==> config.mk <==
export PLATFORM = sky130hd
export DESIGN_NAME = rename_map_ckpt
export DESIGN_NICKNAME = d
export VERILOG_FILES = /design/src/rtl/rename_map_ckpt.sv
export SDC_FILE = /design/constraint.sdc
export NUM_CORES = 2
export LEC_CHECK = 0
export ABC_AREA = 0
export BUFFER_PORTS_ARGS = -buffer_cell sky130_fd_sc_hd__buf_4
export CORE_UTILIZATION = 55
export DETAILED_ROUTE_END_ITERATION = 10
export PLACE_DENSITY = 0.76
export SKIP_CTS_REPAIR_TIMING = 1
export SYNTH_ARGS = -nofsm -noshare
export SYNTH_HDL_FRONTEND = slang
export SYNTH_SLANG_ARGS = --single-unit
==> constraint.sdc <==
create_clock -name clk -period 3 [get_ports clk]
set_input_delay 0.3 -clock clk [delete_from_list [all_inputs] [get_ports clk]]
set_output_delay 0.3 -clock clk [all_outputs]
set_load 0.02 [all_outputs]
==> src/rtl/rename_map_ckpt.sv <==
module rename_map_ckpt #(
  parameter int NUM_AREG = 32,
  parameter int TAG_W    = 6,
  parameter int NUM_CKPT = 4,
  localparam int AREG_W  = $clog2(NUM_AREG),
  localparam int CK_W    = (NUM_CKPT > 1) ? $clog2(NUM_CKPT) : 1
) (
  input  logic              clk,
  input  logic              rst_n,
  input  logic [AREG_W-1:0] src0_idx,
  input  logic [AREG_W-1:0] src1_idx,
  output logic              src0_valid,
  output logic [TAG_W-1:0]  src0_tag,
  output logic              src1_valid,
  output logic [TAG_W-1:0]  src1_tag,
  input  logic              ren_req,
  input  logic              ren_is_branch,
  input  logic              ren_dst_en,
  input  logic [AREG_W-1:0] ren_dst_idx,
  input  logic [TAG_W-1:0]  ren_dst_tag,
  output logic [CK_W-1:0]   ckpt_id,
  output logic              ckpt_stall,
  input  logic              restore_req,
  input  logic [CK_W-1:0]   restore_id,
  input  logic              flush_all,
  input  logic              free_req,
  input  logic [CK_W-1:0]   free_id,
  input  logic              ret_req,
  input  logic [TAG_W-1:0]  ret_tag
);

  logic [NUM_AREG-1:0] live_v;
  logic [TAG_W-1:0]    live_t [NUM_AREG];
  logic [NUM_AREG-1:0] snap_v [NUM_CKPT];
  logic [TAG_W-1:0]    snap_t [NUM_CKPT][NUM_AREG];
  logic [NUM_CKPT-1:0] busy;
  logic [CK_W-1:0]     alloc_ptr;

  logic [NUM_AREG-1:0] nxt_v;
  logic [TAG_W-1:0]    nxt_t [NUM_AREG];
  logic [NUM_CKPT-1:0] release_mask;
  logic                do_restore, ren_take, take_snap;
  logic [CK_W-1:0]     span;

  assign src0_valid = live_v[src0_idx];
  assign src0_tag   = live_t[src0_idx];
  assign src1_valid = live_v[src1_idx];
  assign src1_tag   = live_t[src1_idx];

  assign ckpt_id    = alloc_ptr;
  assign ckpt_stall = ren_req & ren_is_branch & busy[alloc_ptr];
  assign do_restore = restore_req & ~flush_all;
  assign ren_take   = ren_req & ~restore_req & ~flush_all & ~ckpt_stall;
  assign take_snap  = ren_take & ren_is_branch;
  assign span       = alloc_ptr - restore_id;

  always_comb begin
    for (int i = 0; i < NUM_AREG; i++) begin
      nxt_v[i] = do_restore ? snap_v[restore_id][i] : live_v[i];
      nxt_t[i] = do_restore ? snap_t[restore_id][i] : live_t[i];
      if (ret_req && nxt_t[i] == ret_tag)
        nxt_v[i] = 1'b0;
    end
    if (ren_take && ren_dst_en) begin
      nxt_v[ren_dst_idx] = 1'b1;
      nxt_t[ren_dst_idx] = ren_dst_tag;
    end
    if (flush_all)
      nxt_v = '0;
  end

  always_comb begin
    release_mask = '0;
    if (free_req)
      release_mask[free_id] = 1'b1;
    if (do_restore)
      for (int k = 0; k < NUM_CKPT; k++)
        if (span == '0 || (CK_W'(k) - restore_id) < span)
          release_mask[k] = 1'b1;
    if (flush_all)
      release_mask = '1;
  end

  always_ff @(posedge clk or negedge rst_n) begin
    if (!rst_n) begin
      live_v    <= '0;
      busy      <= '0;
      alloc_ptr <= '0;
      for (int i = 0; i < NUM_AREG; i++)
        live_t[i] <= '0;
    end else begin
      live_v <= nxt_v;
      live_t <= nxt_t;
      busy   <= (busy & ~release_mask) |
                (take_snap ? (NUM_CKPT'(1) << alloc_ptr) : '0);
      if (flush_all)
        alloc_ptr <= '0;
      else if (do_restore)
        alloc_ptr <= restore_id;
      else if (take_snap)
        alloc_ptr <= alloc_ptr + 1'b1;
    end
  end

  for (genvar s = 0; s < NUM_CKPT; s++) begin : g_slot
    always_ff @(posedge clk or negedge rst_n) begin
      if (!rst_n) begin
        snap_v[s] <= '0;
        for (int i = 0; i < NUM_AREG; i++)
          snap_t[s][i] <= '0;
      end else if (take_snap && alloc_ptr == CK_W'(s)) begin
        snap_v[s] <= nxt_v;
        snap_t[s] <= nxt_t;
      end else if (ret_req) begin
        for (int i = 0; i < NUM_AREG; i++)
          if (snap_t[s][i] == ret_tag)
            snap_v[s][i] <= 1'b0;
      end
    end
  end

endmodule

# After elaboration in Yosys (flattened, before gate mapping)
# Cells that the tools add are included.
# classes
add_sub_neg,6
n_lt_le_gt_ge,16
eq_ne,163
shift,1
mux,271
bitwise_logic,18
n_reduce_logical,307
# op_table
operator,count
6-bit equality test,160
192-bit two-way mux,3
192-bit binary-select mux with 2-bit select,1
32-bit two-way mux,12
2-bit nonzero test,132
2-bit AND reduction,128
6-bit two-way mux,37
1-bit two-way mux,201
192-bit bitwise mux,1
32-bit binary-select mux with 2-bit select,1
6-bit binary-select mux with 5-bit select,2
1-bit logical AND,40
32-bit bitwise OR,1
6-bit demux with 5-bit select,1
6-bit greater-or-equal comparator (second input constant),3
5-bit by 6-bit < comparator with 1-bit output (second input constant),3
5-bit inverter with 6-bit output,3
4-bit two-way mux,4
1-bit binary-select mux with 5-bit select,2
2-bit < comparator,4
1-bit AND,7
2-bit by 3-bit < comparator with 1-bit output (second input constant),2
6-bit by 1-bit < comparator with 1-bit output (second input constant),1
2-bit two-way mux,3
other kinds (21),30
# totals
regBits,1126
inputBits,40
output_inout_bits,17
word_cells,1073

# Depth between registers and ports, before layout
# depth
ltp_word,12
ltp_mapped,13
ltp_nobuf,10

# Worst setup path before layout
# OpenSTA, ideal clock, no wires.
# synth_path
path_kind,in2out
from,in src0_idx[0]
to,out src0_tag[0]
arrival_ns,2.392
required_ns,2.700
setup_slack_ns,0.308
stages,5
path_buffers,2
cell_sequence,buf_2 -> buf_1 -> mux4_2 -> mux4_2 -> mux2_2
# synth_via
elab_chain_len,4
# synth_rtl
element,line_no,text
start: declaration,10,"input logic [AREG_W-1:0] src0_idx,"
5-bit inverter with 6-bit output (implied by the code),46,assign src0_tag = live_t[src0_idx];
6-bit binary-select mux with 5-bit select,46,
6-bit two-way mux (implied by the code) (2 in series),46,
end: declaration,13,"output logic [TAG_W-1:0] src0_tag,"
# No other way between the ends. The select of a mux whose other input is x is not followed.

# Worst setup path after layout
# layout_path
from,reg live_t[120] in the netlist's numbering
to,out src1_tag[0]
# layout_via
elab_chain_len,3
# layout_rtl
element,line_no,text
start: declaration,33,logic [TAG_W-1:0] live_t [NUM_AREG];
start signal: assignment,93,live_t <= nxt_t;
6-bit binary-select mux with 5-bit select,48,assign src1_tag = live_t[src1_idx];
6-bit two-way mux (implied by the code) (2 in series),48,
end: declaration,15,"output logic [TAG_W-1:0] src1_tag,"
# No other way between the ends. The select of a mux whose other input is x is not followed.

==> results.md <==
- Post-synth EDFFs: 0
- Multi-input gate area: 35600 µm²
- Startpoint Class: flip-flop
- Crit share post-route: 1.05
- First-pass GRT wire length: about 350000 µm
- Max cap viols: 0
- Row cnt: 127
- Max-slew headroom: 0.240
- Die W: between 300 and 400 µm
- Cell Pwr Density: approximately 480 nW/µm²
- Arrival @ worst endpoint: between 2 and 3 ns
- DRT antenna net count: 0
- Failing checks: setup timing
- Worst VDD drop: a little over 0.0005 V
- Worst hold-check path type: in2reg
- Gr ovfl total: 0
- Int Pwr: around 26000 µW
- Setup ws final: -0.156 ns
- Syn Area/Cell: roughly 10 µm²
- Fraction of layout cells with a size suffix above 1: 0.165
- Largest net degree at the start of global routing: 148
- Drt wl/cell: between 20 and 30 µm
- Critical path peak fanout: 4
- CTS Sinks: 1126
- Final nets: between 6000 and 7000
- Initial antenna violation count: 19
- Switching part of the total: 0.267
- Comb power frac: 0.115
- Warning count from the yosys run: 0
- Share of the synthesized area in the top cell type: 0.420
- Die H: between 300 and 400 µm
- Crit path time final: between 3 and 4 ns
- Pleak: between 0.03 and 0.04 µW
- Clk_skew: between 0.02 and 0.03 ns
- PortBufs: 56
- CP max stage delay: 0.59 ns
- Syn-to-layout area delta: 11.5%
- Status: finished, violations left
- Required time of the worst setup path: 2.70 ns
- Ys async rst share: 1.00
- Via count: between 50000 and 60000
- Worst hold-check slack: 0.0874 ns
- Vias per cell: ~6.6
- Post-Synthesis Net Count: ~6800
- DR DRC count: 0
- Clock Latency Late Sink: between 0.7 and 0.8 ns
- Vias in the first global route: between 50000 and 60000
- Critical path class: reg2out
- Primary FF master, synth: dfrtp_1
- Clock power share: 0.443
- Max Clk Rate: between 0.3 and 0.4 GHz
- CP Buf/Inv Count: 1
- Synth cell types: 87
- DPL Wire Length: about 160000 µm
- Worst-Margin Slew: roughly 1.1 ns
- Slowest CP cell: mux4_2
- Htree depth: 3
- Unrepaired setup endpoints after global routing: yes
- GPL Wtd Cong: about 1
- Slew Limit Fails: 0
- Top cells by area, synth: dfrtp_1 42%, mux4_2 11%, xnor2_1 8.2%
- Yosys top cell by area: dfrtp_1
- Clk slew on worst S/H paths: roughly 0.060 ns
- Register area: roughly 28000 µm²
- Hold path cells: 4
- Final setup viols: 14
- Worst Setup End Kind: output port
- Initial Utilization: 0.556
- Fill count: 9674
- Crit-path leading delay family: multiplexers
- GRT Total Usage: 0.385
- Net Sw Power: around 9500 µW
- Flops & latches, synth: between 1000 and 1500
- Num CTS Buffers: around 120
- Clock root buffer: clkbuf_16
- Dpl cells: approximately 8100
- Critical path, cell by cell: mux4_2 > mux4_2 > mux2_4 > buf_6
- Total routed wirelength: between 200000 and 250000 µm
- Final cell count without fillers: around 8400
- IO Pins: 57
- Maximum clock path buffer count: 3
- Cell mode on critical path: mux4_2
- Cell depth of the worst flop-to-flop path: 6
- Synthesized cell area: approximately 67000 µm²
- Die area: 123000 µm²
- CTS tree: done
- Cells after synthesis: between 6000 and 7000
- Crit path depth: 4
- Final hold vios: 0
- Reg power frac: 0.442
- Seq/Total Area, Yosys: 0.420
- Core outline area: around 120000 µm²
- Pre-Repair DR Iteration Count: 6
- DRT iter0 DRCs: 7104
Yosys cell counts (8+ instances only):
cell	number
inv_1	200
buf_4	28
nand4_1	154
mux2_2	51
buf_2	148
xnor2_1	630
o21ai_1	36
buf_1	63
nor4_1	25
o41ai_1	70
nand3_1	79
clkbuf_1	293
xor2_1	452
ha_1	12
nor2_2	11
and2_1	12
nor2_1	116
o21ai_0	807
mux4_2	342
o2111ai_1	9
dfrtp_1	1126
nand2_1	1156
o22ai_1	8
a221oi_1	10
o211ai_1	15
nor3_1	16
buf_6	22
a21oi_2	28
mux2i_1	84
a21oi_1	369
a31oi_1	46
or4_1	56
o31ai_1	95
layout make-up:
class	count	share of cell area
repair buffers	367	0.0524
clock buffers	180	0.0475
inverters	205	0.0103
multi-input cells	4828	0.477
diodes	9	0.000301
flip-flops and latches	1126	0.378
well taps	1612	0.0270
clock inverters	47	0.00795
registers in the layout, indices dropped and copies added, names as in the netlist:
signal,cells
snap_v,128
live_t,192
ckpt_id,2
snap_t,768
busy,4
live_v,32
power by group through the flow:
stage | sequential (µW) | combinational, µW | clock [µW]
3_5_place_dp | 16000 | 3980 | 0
6_report | 15800 | 4100 | 15800
5_1_grt | 15800 | 4330 | 16500
3_3_place_gp | 16000 | 3930 | 0
2_1_floorplan | 15900 | 2430 | 0
4_1_cts | 15800 | 4000 | 15900
layout by cell type, fill, tap and decap left out, types with 46 or more instances in the layout:
| master | instances |
|---|---|
| nand2_1 | 1152 |
| dfrtp_1 | 1081 |
| o21ai_0 | 805 |
| xnor2_1 | 630 |
| xor2_1 | 452 |
| a21oi_1 | 368 |
| mux4_2 | 342 |
| buf_4 | 257 |
| inv_1 | 199 |
| nand4_1 | 154 |
| clkbuf_16 | 123 |
| nor2_1 | 116 |
| o31ai_1 | 95 |
| mux2i_1 | 84 |
| buf_12 | 82 |
| nand3_1 | 79 |
| o41ai_1 | 70 |
| or4_1 | 56 |
| a31oi_1 | 46 |
routing by layer:
metal,wire length (µm),track usage
met1,88300,0.504
met2,104000,0.570
met3,30000,0.127
met4,13500,0.199
met5,173,0
stage by stage:
stage | area [µm²] | worst slack [ns] | util | setup TNS, ns | power (µW)
after floorplan | 67000 | 0.308 | - | 0 | 18300
after global placement | 70300 | -0.197 | 0.583 | -4.31 | 20000
after detailed placement | 70300 | -0.316 | 0.583 | -7.05 | 20000
after CTS | 74400 | -0.276 | 0.618 | -3.12 | 35700
after global routing | 74700 | -0.168 | 0.620 | -1.79 | 36600
final | 74700 | -0.156 | 0.621 | -1.64 | 35700
tightest hold or removal path, cell delays in order:
cell     delay, ns
buf_4         0.14
nor3b_1       0.15
nand2_1       0.15
o31ai_1       0.08
worst paths after layout:
path / from / endpoint / slack [ns]
worst max register to register: ckpt_id[0] / snap_t[130] / 0.02
max in group asynchronous: rst_n / live_t[112] / 1.61
worst min-delay path: ren_dst_idx[2] / live_v[10] / 0.09
worst max-delay path: live_t[120] / src1_tag[0] / -0.16
worst min register to register: snap_v[51] / snap_v[51] / 0.50
min in group asynchronous: rst_n / snap_t[203] / 0.22
kinds of logic (layout without fill, tap and decap cells):
logic type,Yosys count,in the layout,synth area share
AOI/OAI and AO/OA,1569,1569,0.135
xor gates and xnor gates,1082,1082,0.141
adders and majority gates,12,12,0.00224
buffers and inverters,760,799,0.0496
DFF,1126,1126,0.420
muxes,483,483,0.138
other,0,9,0
and+or+nand+nor,1682,1682,0.113
Note: power is estimated with default switching activity, not from simulation.
